## config.mk

```make
export PLATFORM = sky130hd
export DESIGN_NAME = audio_sample_pacer
export DESIGN_NICKNAME = d
export VERILOG_FILES = /design/src/rtl/pacer_pkg.sv /design/src/rtl/pacer_ena_div.sv /design/src/rtl/pacer_sample_cnt.sv /design/src/rtl/pacer_capture_fsm.sv /design/src/rtl/audio_sample_pacer.sv
export SDC_FILE = /design/constraint.sdc
export NUM_CORES = 1
export LEC_CHECK = 0
export ABC_CLOCK_PERIOD_IN_PS = 4490
export CORE_UTILIZATION = 47
export DETAILED_ROUTE_END_ITERATION = 16
export PLACE_DENSITY_LB_ADDON = 0.15
export SETUP_SLACK_MARGIN = 0.4
export SYNTH_ARGS = -nofsm -noshare
export SYNTH_HDL_FRONTEND = slang
export SYNTH_SLANG_ARGS = --single-unit
```

## constraint.sdc

```tcl
create_clock -name clk -period 4.49 [get_ports clk]
set_input_delay 0.898 -clock clk [delete_from_list [all_inputs] [get_ports clk]]
set_output_delay 0.898 -clock clk [all_outputs]
set_load 0.05 [all_outputs]
```

## src/rtl/pacer_pkg.sv

```systemverilog
package pacer_pkg;

    typedef enum logic {
        ST_WAIT = 1'b0,
        ST_ACK  = 1'b1
    } cap_state_t;

endpackage

```

## src/rtl/pacer_ena_div.sv

```systemverilog
// Fixed clock-enable divider: one strobe cycle per ENA_DIV master cycles.
module pacer_ena_div #(
    parameter int ENA_DIV = 4
) (
    input  logic clk,
    input  logic rst,
    output logic ena
);
    localparam int DIV_W = (ENA_DIV > 1) ? $clog2(ENA_DIV) : 1;
    localparam logic [DIV_W-1:0] DIV_LAST = DIV_W'(ENA_DIV - 1);

    logic [DIV_W-1:0] div_cnt;

    always_ff @(posedge clk) begin
        if (rst) begin
            div_cnt <= '0;
        end else if (div_cnt == DIV_LAST) begin
            div_cnt <= '0;
        end else begin
            div_cnt <= div_cnt + 1'b1;
        end
    end

    always_comb begin
        ena = (div_cnt == DIV_LAST);
    end

    // the strobe never lasts two cycles
    assert_ena_single_R1: assert property (@(posedge clk) disable iff (rst)
        ena |=> !ena);

    // the count restarts from zero after reset
    assert_div_reset_R7: assert property (@(posedge clk)
        $past(rst) |-> (div_cnt == '0));

endmodule

```

## src/rtl/pacer_sample_cnt.sv

```systemverilog
// Counts enabled cycles and flags the last one of each sample period.
module pacer_sample_cnt #(
    parameter int SAMPLES_PER_PAIR = 256
) (
    input  logic clk,
    input  logic rst,
    input  logic ena,
    output logic tick
);
    localparam int CNT_W = (SAMPLES_PER_PAIR > 1) ? $clog2(SAMPLES_PER_PAIR) : 1;
    localparam logic [CNT_W-1:0] CNT_LAST = CNT_W'(SAMPLES_PER_PAIR - 1);

    logic [CNT_W-1:0] smp_cnt;

    always_ff @(posedge clk) begin
        if (rst) begin
            smp_cnt <= '0;
        end else if (ena) begin
            if (smp_cnt == CNT_LAST) begin
                smp_cnt <= '0;
            end else begin
                smp_cnt <= smp_cnt + 1'b1;
            end
        end
    end

    always_comb begin
        tick = ena && (smp_cnt == CNT_LAST);
    end

    // the count stays inside its period
    assert_cnt_range_R2: assert property (@(posedge clk) disable iff (rst)
        smp_cnt <= CNT_LAST);

    // the count only moves on enabled cycles
    assert_cnt_hold_R2: assert property (@(posedge clk) disable iff (rst)
        !ena |=> $stable(smp_cnt));

endmodule

```

## src/rtl/pacer_capture_fsm.sv

```systemverilog
// Capture state machine: latches both channels on a tick, then acknowledges.
module pacer_capture_fsm
    import pacer_pkg::*;
#(
    parameter int DATA_W = 24
) (
    input  logic              clk,
    input  logic              rst,
    input  logic              tick,
    input  logic [DATA_W-1:0] left_in,
    input  logic [DATA_W-1:0] right_in,
    output logic [DATA_W-1:0] left_q,
    output logic [DATA_W-1:0] right_q,
    output logic              taken
);
    cap_state_t state, state_nxt;

    // next-state logic
    always_comb begin
        state_nxt = state;
        unique case (state)
            ST_WAIT: if (tick) state_nxt = ST_ACK;   // transition: tick
            ST_ACK:  state_nxt = ST_WAIT;            // transition: done
            default: state_nxt = ST_WAIT;
        endcase
    end

    // state register
    always_ff @(posedge clk) begin
        if (rst) begin
            state <= ST_WAIT;
        end else begin
            state <= state_nxt;
        end
    end

    // holding registers: both channels are loaded on one edge
    always_ff @(posedge clk) begin
        if (rst) begin
            left_q  <= '0;
            right_q <= '0;
        end else if (state == ST_WAIT && tick) begin
            left_q  <= left_in;
            right_q <= right_in;
        end
    end

    // output decode
    always_comb begin
        unique case (state)
            ST_WAIT: taken = 1'b0;
            ST_ACK:  taken = 1'b1;
            default: taken = 1'b0;
        endcase
    end

    // holding registers do not move without a tick
    assert_hold_stable_R4: assert property (@(posedge clk) disable iff (rst)
        !tick |=> ($stable(left_q) && $stable(right_q)));

    // both channels come from the tick-cycle inputs
    assert_capture_pair_R3: assert property (@(posedge clk) disable iff (rst)
        tick |=> ((left_q == $past(left_in)) && (right_q == $past(right_in))));

    // acknowledge lasts a single cycle
    assert_taken_single_R5: assert property (@(posedge clk) disable iff (rst)
        taken |=> !taken);

endmodule

```

## src/rtl/audio_sample_pacer.sv

```systemverilog
// Top: enable divider, sample counter and capture state machine.
module audio_sample_pacer #(
    parameter int ENA_DIV          = 4,
    parameter int SAMPLES_PER_PAIR = 256,
    parameter int DATA_W           = 24
) (
    input  logic              clk,
    input  logic              rst,
    input  logic [DATA_W-1:0] left_in,
    input  logic [DATA_W-1:0] right_in,
    output logic [DATA_W-1:0] left_out,
    output logic [DATA_W-1:0] right_out,
    output logic              taken,
    output logic              ena_strobe
);
    localparam int PERIOD = ENA_DIV * SAMPLES_PER_PAIR;
    localparam int GAP_W  = $clog2(PERIOD) + 2;

    logic ena;
    logic tick;

    pacer_ena_div #(
        .ENA_DIV (ENA_DIV)
    ) u_ena_div (
        .clk (clk),
        .rst (rst),
        .ena (ena)
    );

    pacer_sample_cnt #(
        .SAMPLES_PER_PAIR (SAMPLES_PER_PAIR)
    ) u_sample_cnt (
        .clk  (clk),
        .rst  (rst),
        .ena  (ena),
        .tick (tick)
    );

    pacer_capture_fsm #(
        .DATA_W (DATA_W)
    ) u_capture (
        .clk      (clk),
        .rst      (rst),
        .tick     (tick),
        .left_in  (left_in),
        .right_in (right_in),
        .left_q   (left_out),
        .right_q  (right_out),
        .taken    (taken)
    );

    always_comb begin
        ena_strobe = ena;
    end

    // checker state: cycles since reset release or since the last acknowledge
    logic [GAP_W-1:0] gap_cnt;
    logic             seen_ack;

    always_ff @(posedge clk) begin
        if (rst) begin
            gap_cnt  <= '0;
            seen_ack <= 1'b0;
        end else if (taken) begin
            gap_cnt  <= '0;
            seen_ack <= 1'b1;
        end else begin
            gap_cnt  <= gap_cnt + 1'b1;
        end
    end

    // a tick only happens on an enabled cycle
    assert_tick_on_ena_R2: assert property (@(posedge clk) disable iff (rst)
        tick |-> ena);

    // every tick is acknowledged in the next cycle
    assert_tick_acks_R5: assert property (@(posedge clk) disable iff (rst)
        tick |=> taken);

    // first acknowledge one period after reset release
    assert_first_ack_R2: assert property (@(posedge clk) disable iff (rst)
        (taken && !seen_ack) |-> (gap_cnt == GAP_W'(PERIOD)));

    // later acknowledges exactly one period apart
    assert_ack_period_R2: assert property (@(posedge clk) disable iff (rst)
        (taken && seen_ack) |-> (gap_cnt == GAP_W'(PERIOD - 1)));

    // nothing is acknowledged while reset is held
    assert_reset_quiet_R7: assert property (@(posedge clk)
        $past(rst) |-> (!taken && left_out == '0 && right_out == '0));

endmodule

```

; Word level (Yosys, flattened, before mapping)
; Cells that the tools add are included.
[totals]
word_cells = 17
ff_bits = 59
output_inout_bits = 50
[classes]
n_reduce_logical = 3
bitwise_logic = 1
n_addsub = 2
n_mux = 4
n_eq_ne = 2
[ops]
columns = op, n
row1 = adder 8 x 1 -> 8 bit (second input constant), 1
row2 = == test 8 bit (second input constant), 1
row3 = 2-to-1 mux 8 bit, 1
row4 = one-hot mux 1 bit (2 select lines), 2
row5 = adder 2 x 1 -> 2 bit (second input constant), 1
row6 = == test 2 bit (second input constant), 1
row7 = logical AND 1 bit, 2
row8 = OR reduction 2 bit, 1
row9 = 2-to-1 mux 1 bit, 1
row10 = NOT 1 bit, 1

; Logic depth before layout (Yosys ltp)
; Gate-level depths: netlist of run 1.
[depth]
word_depth = 4
mapped_depth = 7
depth_no_buf = 4

; By module
; A second synthesis of run 1 with hierarchy kept.
[unflattened]
hier_cells = 269
hier_area_um2 = 2730.1
[modules_own_cells]
columns = module, cells_per_inst, area_each_um2, seq_area_each_um2, n_inst
row1 = pacer_capture_fsm, 220, 2263.4, 980.9, 1
row2 = pacer_sample_cnt, 44, 391.6, 160.2, 1
row3 = pacer_ena_div, 5, 75.1, 40.0, 1

; Least setup slack after synthesis of run 1
; Ideal clock, no wire load.
[synth_timing]
path_type = flip-flop to flip-flop
start = register u_ena_div.div_cnt[0]
end = register u_capture.left_q[0]
setup_slack_ns = 2.491
required_time_ns = 4.418
path_stages_with_launch = 8
synth_period_minus_slack_ns = 1.999
arrival_time_ns = 1.927
path_buffers = 3
cell_sequence = dfxtp_1 > ha_1 > buf_2 > nand4_2 > nor3_2 > buf_6 > buf_8 > mux2i_1
[synth_via]
elab_chain_len = 3
[synth_rtl]
columns = item, line_no
row1 = "start, declared", pacer_ena_div.sv:12  ; logic [DIV_W-1:0] div_cnt;
row2 = "start signal, assigned", pacer_ena_div.sv:20  ; div_cnt <= div_cnt + 1'b1;
row3 = == test 2 bit, pacer_ena_div.sv:25  ; ena = (div_cnt == DIV_LAST);
row4 = named net ena_strobe, audio_sample_pacer.sv:14  ; output logic ena_strobe
row5 = logical AND 1 bit, pacer_sample_cnt.sv:28  ; tick = ena && (smp_cnt == CNT_LAST);
row6 = logical AND 1 bit, pacer_capture_fsm.sv:42  ; end else if (state == ST_WAIT && tick) begin
row7 = "end signal, assigned", pacer_capture_fsm.sv:43  ; left_q <= left_in;
row8 = "end, declared", pacer_capture_fsm.sv:12  ; output logic [DATA_W-1:0] left_q,
; The timed path passes the listed nets, and every way through them passes these cells.
; A chain may end at the register's enable or synchronous reset.

; Worst setup path after layout of run 1
[layout_timing]
start = register u_ena_div.div_cnt[0]
end = output port ena_strobe
[layout_via]
elab_chain_len = 1
[layout_rtl]
columns = item, line_no
row1 = == test 2 bit, pacer_ena_div.sv:25
row2 = "end, declared", audio_sample_pacer.sv:14
; Every way passes these cells.

==> metrics.txt, run 1 <==
routed vias 2,041; Sw Pwr 0.0002225 W; Post-synth EDFFs 0; Yosys reg bits 59; peak supply drop 0.1800 mV; hold depth 1; RSZ-0062 raised after global routing no; post-synthesis mux area share 18.81%; maximum net fanout on the critical path 9; adder-cell share of the synthesized area 0.9597%; Max Slew Vio Count 0; # H-tree levels 3; endpoint class of the critical path output port; # fillers 404; FF-to-FF path depth 5; Inserted Diodes 0; Tot GR Track Use 19.15%; mapped cell area 0.002608 mm2; TritonCTS clock tree yes; final WL 5352 um; Post-CTS Hold Fix Bufs 0; Skew-Pair Late Insertion Delay 320 ps; share of cells above drive strength 1 5.042%; vias in the first global route 1,939; Area contributors post-synth dfxtp_1 (45%), nand2b_1 (23%), mux2i_1 (19%); Clock Tree Root clkbuf_8; FFs w/ async S/R, synth 0%; flop2flop setup slack 2050 ps; Yosys top cell by area dfxtp_1; Hold Vio Cnt, Final 0; worst setup margin 1722 ps; DR pass1 iterations 4; area grow syn2layout 44.67%; worst slack, placed 2023 ps; # IOs 100; Pleak 1.273 nW; die area 0.005850 mm2; initial cell density of the core 49.79%; WL per Instance 12.53 um; post-route antenna net violation count 0; clock share of power 39.3%; critical path arrival 1870 ps; Synth Area in XOR/XNOR 1.008%; post-cts sizing count 0; die extent in x 76.49 um; clock slew at reported path FFs 60 ps; Worst EP required 3590 ps; final period utilization 61.64%; CP Launch Type flip-flop; Critical Setup Path Class flip-flop to output port; power share of the sequential group 52.0%; Main synth FF type dfxtp_1; vias per cell 4.780; TritonCTS Sinks 59; clk buf depth 2; non-filler cells in the finished layout 427; largest net degree at the start of global routing 86; TritonCTS buffer count 9; count of input and output buffers 99; syn nets 310; Worst Hold Class flip-flop to flip-flop; gr ovfl total 0; Clock Skew 6.213 ps; FF+latch area 0.001181 mm2; largest family of logic cells by synthesized area simple AND/OR/NAND/NOR gates; Worst-Margin Slew 1057 ps; Internal 0.0007973 W; Worst Hold End u_ena_div.div_cnt[0]; most frequent cells in the layout clkdlybuf4s50_1 (98), nand2b_1 (97), dfxtp_1 (59); Max Cap Viol 0; reg-to-reg endpoint u_capture.right_q[3]; syn avg cell area 10.11 um2; Max Clk Rate 0.3613 GHz; Slew HR 29.56%; multi-input logic area 0.001326 mm2; Compound-Gate Fraction of Synth Area 1.967%; RD Place Congestion 0.6966; DR DRC count 0; commonest non-fill, non-tap cell in the layout clkdlybuf4s50_1; fin crit period 2768 ps; post-synthesis simple-gate area fraction 27.88%; reg-to-reg startpoint u_ena_div.div_cnt[0]; initial antenna violation count 0; Final TNS setup 0 ps; hold_sp u_ena_div.div_cnt[0]; synth unique cells 29; Comb power frac 8.7%; hpwl dp 3574 um; Post-CTS Repair Setup Buffers 0; number of DRC markers in iteration 0 93; Site Rows 26; Core Area 0.005238 mm2; # setup viols final 0; status complete, no violations; first-pass GRT wire length 8935 um; dpl cells 412; yosys warns 0; Die Ht 76.49 um; sequential element share of the synthesized area 45.30%; Synth Instances 258; # nets final 405; Pwr Density 270.3 mW/mm2; sw frac 21.82%; post-synth top area share 45.30%
## Yosys cell counts (2+ instances only)
cell type  count
dfxtp_1       59
nand4_1        2
nand2b_1      97
clkbuf_1      11
buf_8          2
ha_1           2
or3_1          2
a21oi_1        3
buf_4          2
nand3_1        2
nand2_1        4
xor2_1         2
o21ai_0        3
mux2i_1       49
nor2_1         4
## worst max-delay path, stage by stage (launching register included)
cell and delay (ps):
dfxtp_1 330, ha_1 340, clkdlybuf4s50_1 870
## worst max path at each step
| stage | from | endpoint | cells past startpoint |
|---|---|---|---|
| 2_1_floorplan | u_ena_div.div_cnt[0] | u_capture.left_q[0] | 7 |
| 3_3_place_gp | u_ena_div.div_cnt[0] | ena_strobe | 2 |
| 3_5_place_dp | u_ena_div.div_cnt[0] | u_capture.right_q[3] | 5 |
| 4_1_cts | u_ena_div.div_cnt[0] | ena_strobe | 2 |
| 5_1_grt | u_ena_div.div_cnt[0] | ena_strobe | 2 |
| 6_report | u_ena_div.div_cnt[0] | ena_strobe | 2 |
## layout make-up
type,instances,area share [%]
clock inverter,3,0.3980
timing repair buffer,101,26.87
multi-input combinational,181,35.16
sequential,59,31.31
clock buffer,12,3.847
tap,70,2.322
inverter,1,0.09950
## through the flow
step	hold WS (ps)	power, W	instance area, um2	util, %
floorplan	397.7	0.0005807	2608	-
global placement	408.0	0.0006284	3612	68.97
detailed placement	411.2	0.0006299	3612	68.97
CTS	424.5	0.001034	3772	72.03
global route	460.7	0.001062	3772	72.03
finish	420.9	0.001020	3772	72.03
## metal layers
metal / share of wire [%] / vias to the layer above / GRT usage (%)
met5: 0 / - / 0
li1: - / 1034 / -
met4: 1.7 / 0 / 10.38
met2: 46 / 63 / 31.17
met1: 46 / 936 / 23.03
met3: 6.8 / 8 / 4.910
## kinds of logic (layout without fill, tap and decap cells)
family	after synthesis	count (layout)
AND/OR/NAND/NOR	118	118
flip-flops	59	59
multiplexers	49	49
AO/OA/AOI/OAI	9	9
adder cells (fa/ha/maj)	2	2
buffers and inverters	18	117
XOR/XNOR	3	3
## flip-flops by register name (all words and copies together) (netlist names)
signal / cells
u_ena_div.div_cnt: 2
u_capture.state: 1
u_capture.left_q: 24
u_capture.right_q: 24
u_sample_cnt.smp_cnt: 8
## power by group through the flow
| stage | combinational, W | sequential, W | clock, W |
|---|---|---|---|
| global route | 0.0000981 | 0.000530 | 0.000434 |
| floorplan | 0.0000399 | 0.000541 | 0 |
| global placement | 0.0000872 | 0.000541 | 0 |
| finish | 0.0000887 | 0.000530 | 0.000401 |
| CTS | 0.0000891 | 0.000530 | 0.000415 |
| detailed placement | 0.0000886 | 0.000541 | 0 |
Power figures use the tool's default switching activity.
==> inputs of run 2 (changes only) <==
--- a/config.mk
+++ b/config.mk
@@ -5,8 +5,8 @@
 export SDC_FILE = /design/constraint.sdc
 export NUM_CORES = 1
 export LEC_CHECK = 0
-export ABC_CLOCK_PERIOD_IN_PS = 4490
-export CORE_UTILIZATION = 47
+export ABC_CLOCK_PERIOD_IN_PS = 2300
+export CORE_UTILIZATION = 39
 export DETAILED_ROUTE_END_ITERATION = 16
 export PLACE_DENSITY_LB_ADDON = 0.15
 export SETUP_SLACK_MARGIN = 0.4
==> constraint.sdc (replaced) <==
create_clock -name clk -period 2.3 [get_ports clk]
set_input_delay 0.46 -clock clk [delete_from_list [all_inputs] [get_ports clk]]
set_output_delay 0.46 -clock clk [all_outputs]
set_load 0.05 [all_outputs]
==> run 2 against run 1 <==
Routed wire length shrank 1.5%. Global-route usage is 2.7 points lower. Cell count up 1.9%. Die area increased by 20%. Sequential power grew 94%. Critical path depth shrank 1. Clock skew is 1.1 ps lower. Count of clock-buffer cells in the layout rose by 1. Total power increased by 100%.
==> metrics.txt, run 2 (synthesis gave the netlist of run 1 again) <==
Worst-Margin Slew 518.3 ps (-538.2 ps); vias per cell 4.708 (-1.5%); RSZ-0062 raised after global routing no; TritonCTS Sinks 59 (unchanged); commonest non-fill, non-tap cell in the layout nand2b_1; Skew-Pair Late Insertion Delay 330 ps (about the same); initial cell density of the core 40.83% (-9.0 points); # IOs 100 (unchanged); largest registers u_capture.left_q: 24 flops, u_capture.right_q: 24 flops, u_sample_cnt.smp_cnt: 8 flops; critical path arrival 1270 ps (-600 ps); non-filler cells in the finished layout 435 (+1.9%); Max Clk Rate 0.5779 GHz; post-route cell area 0.003756 mm2 (-0.43%); first-pass GRT wire length 9204 um (+3.0%); gr ovfl total 0 (unchanged); final period utilization 75.23%; initial antenna violation count 0 (unchanged); DR pass1 iterations 4 (unchanged); # H-tree levels 3 (unchanged); TritonCTS buffer count 9 (unchanged); Worst EP required 1840 ps (-1750 ps); # setup viols final 0 (unchanged); die area 0.007017 mm2 (+20%); maximum net fanout on the critical path 3 (-6); grt peak-use layer met2; global-route track usage on met3 5.638% (+0.73 points); slowest CP cell dlygate4sd2_1; met1 GRT Util 19.71% (-3.3 points); DR DRC count 0 (unchanged); CP max stage delay 550 ps (-320 ps); count of input and output buffers 99 (unchanged); number of DRC markers in iteration 0 86 (-7.5%); Max Slew Vio Count 0 (unchanged); clk buf depth 2 (unchanged); Final TNS setup 0 ps (unchanged); total power 0.002051 W (+100%); CP Launch Type flip-flop; Pwr Density 546.0 mW/mm2 (+100%); # fillers 602 (+49%); peak supply drop 0.3401 mV (+89%); Core Area 0.006386 mm2 (+22%); Die Ht 83.77 um (+9.5%); routed vias 2,048 (+0.34%); worst path cell trace dlygate4sd2_1; M2 GR Usage 26.24% (-4.9 points); share of cells above drive strength 1 6.145% (+1.1 points); Site Rows 29 (+12%); TritonCTS clock tree yes; area grow syn2layout 44.05%; dpl cells 420 (+1.9%); # nets final 406 (+0.25%); Post-CTS Hold Fix Bufs 0 (unchanged); Pleak 1.530 nW (+20%); status complete, no violations; RD Place Congestion 0.7275 (+4.4%); Slew HR 65.58% (+36 points); worst path bufs/invs 1 (unchanged); Largest delay share family, worst path buffers and inverters; Max Cap Viol 0 (unchanged); post-route antenna net violation count 0 (unchanged); most frequent cells in the layout nand2b_1 (97), dfxtp_1 (59), mux2i_1 (49), dlygate4sd2_1 (49), clkdlybuf4s50_1 (48); endpoint class of the critical path output port; WL per Instance 12.12 um (-3.3%); clock slew at reported path FFs 60 ps (about the same); Clock Tree Root clkbuf_8; Worst Hold Class flip-flop to flip-flop; final WL 5274 um (-1.5%); fin crit period 1730 ps; cell area after placement 0.003643 mm2 (+0.87%); Clock Skew 5.081 ps (-1.132 ps); Critical Setup Path Class flip-flop to output port; Tot GR Track Use 16.50% (-2.7 points); Post-CTS Repair Setup Buffers 0 (unchanged); die extent in x 83.77 um (+9.5%); Hold Vio Cnt, Final 0 (unchanged); Inserted Diodes 0 (unchanged); largest net degree at the start of global routing 107 (+24%); vias in the first global route 2,014 (+3.9%); hpwl dp 3484 um (-2.5%)
==> run 2: cell types whose count changed in the layout (fill, tap and decap cells not counted), sizes merged <==
cell / before / now
buf: 3 / 4
clkbuf: 12 / 14
dlygate4sd2: 0 / 49
clkinv: 3 / 2
clkdlybuf4s50: 98 / 48
==> run 2: what timing repair did <==
item,in CTS,in global routing
pin swaps,0,0
gates resized for setup,50,2
setup endpoints to repair,50,1
==> run 2: final timing paths <==
check,startpoint,to,slack (ps),cells past startpoint
worst min register to register,u_ena_div.div_cnt[0],u_ena_div.div_cnt[0],420,1
worst max register to register,u_ena_div.div_cnt[0],u_capture.right_q[1],620,5
worst min-delay path,u_ena_div.div_cnt[0],u_ena_div.div_cnt[0],420,1
worst max-delay path,u_capture.state,taken,570,1
==> run 2: where the power goes <==
part           internal (W)  switching [W]  total (W)  leakage, nW
sequential          0.00103     0.00000469    0.00103        0.476
clock              0.000470       0.000375   0.000845       0.0953
combinational      0.000119      0.0000531   0.000172        0.959
total               0.00162       0.000433    0.00205         1.53
==> run 2: area by class of cell <==
cell class / instances / area, um2 / share of cell area (%)
Clock buffer: 13 / 168.9 / 4.497
Timing Repair Buffer: 102 / 967.2 / 25.75
Sequential cell: 59 / 1181 / 31.45
Clock inverter: 2 / 10.01 / 0.2665
Inverter: 1 / 3.754 / 0.09993
Tap cell: 77 / 96.34 / 2.565
Multi-Input combinational cell: 181 / 1329 / 35.38
==> run 2: routing by layer <==
| metal | share of wire [%] | vias to the layer above |
|---|---|---|
| met3 | 6.5 | 9 |
| met2 | 44 | 69 |
| li1 | - | 1039 |
| met1 | 47 | 931 |
| met5 | 0 | - |
| met4 | 2.0 | 0 |
==> run 2: through the flow <==
step / hold WS [ps] / setup WS (ps) / util, %
floorplan: 402.2 / 457.5 / -
global placement: 413.6 / 420.2 / 57.05
detailed placement: 419.8 / 400.4 / 57.05
CTS: 430.5 / 318.6 / 58.88
global route: 453.8 / 440.9 / 58.82
finish: 422.8 / 569.6 / 58.82
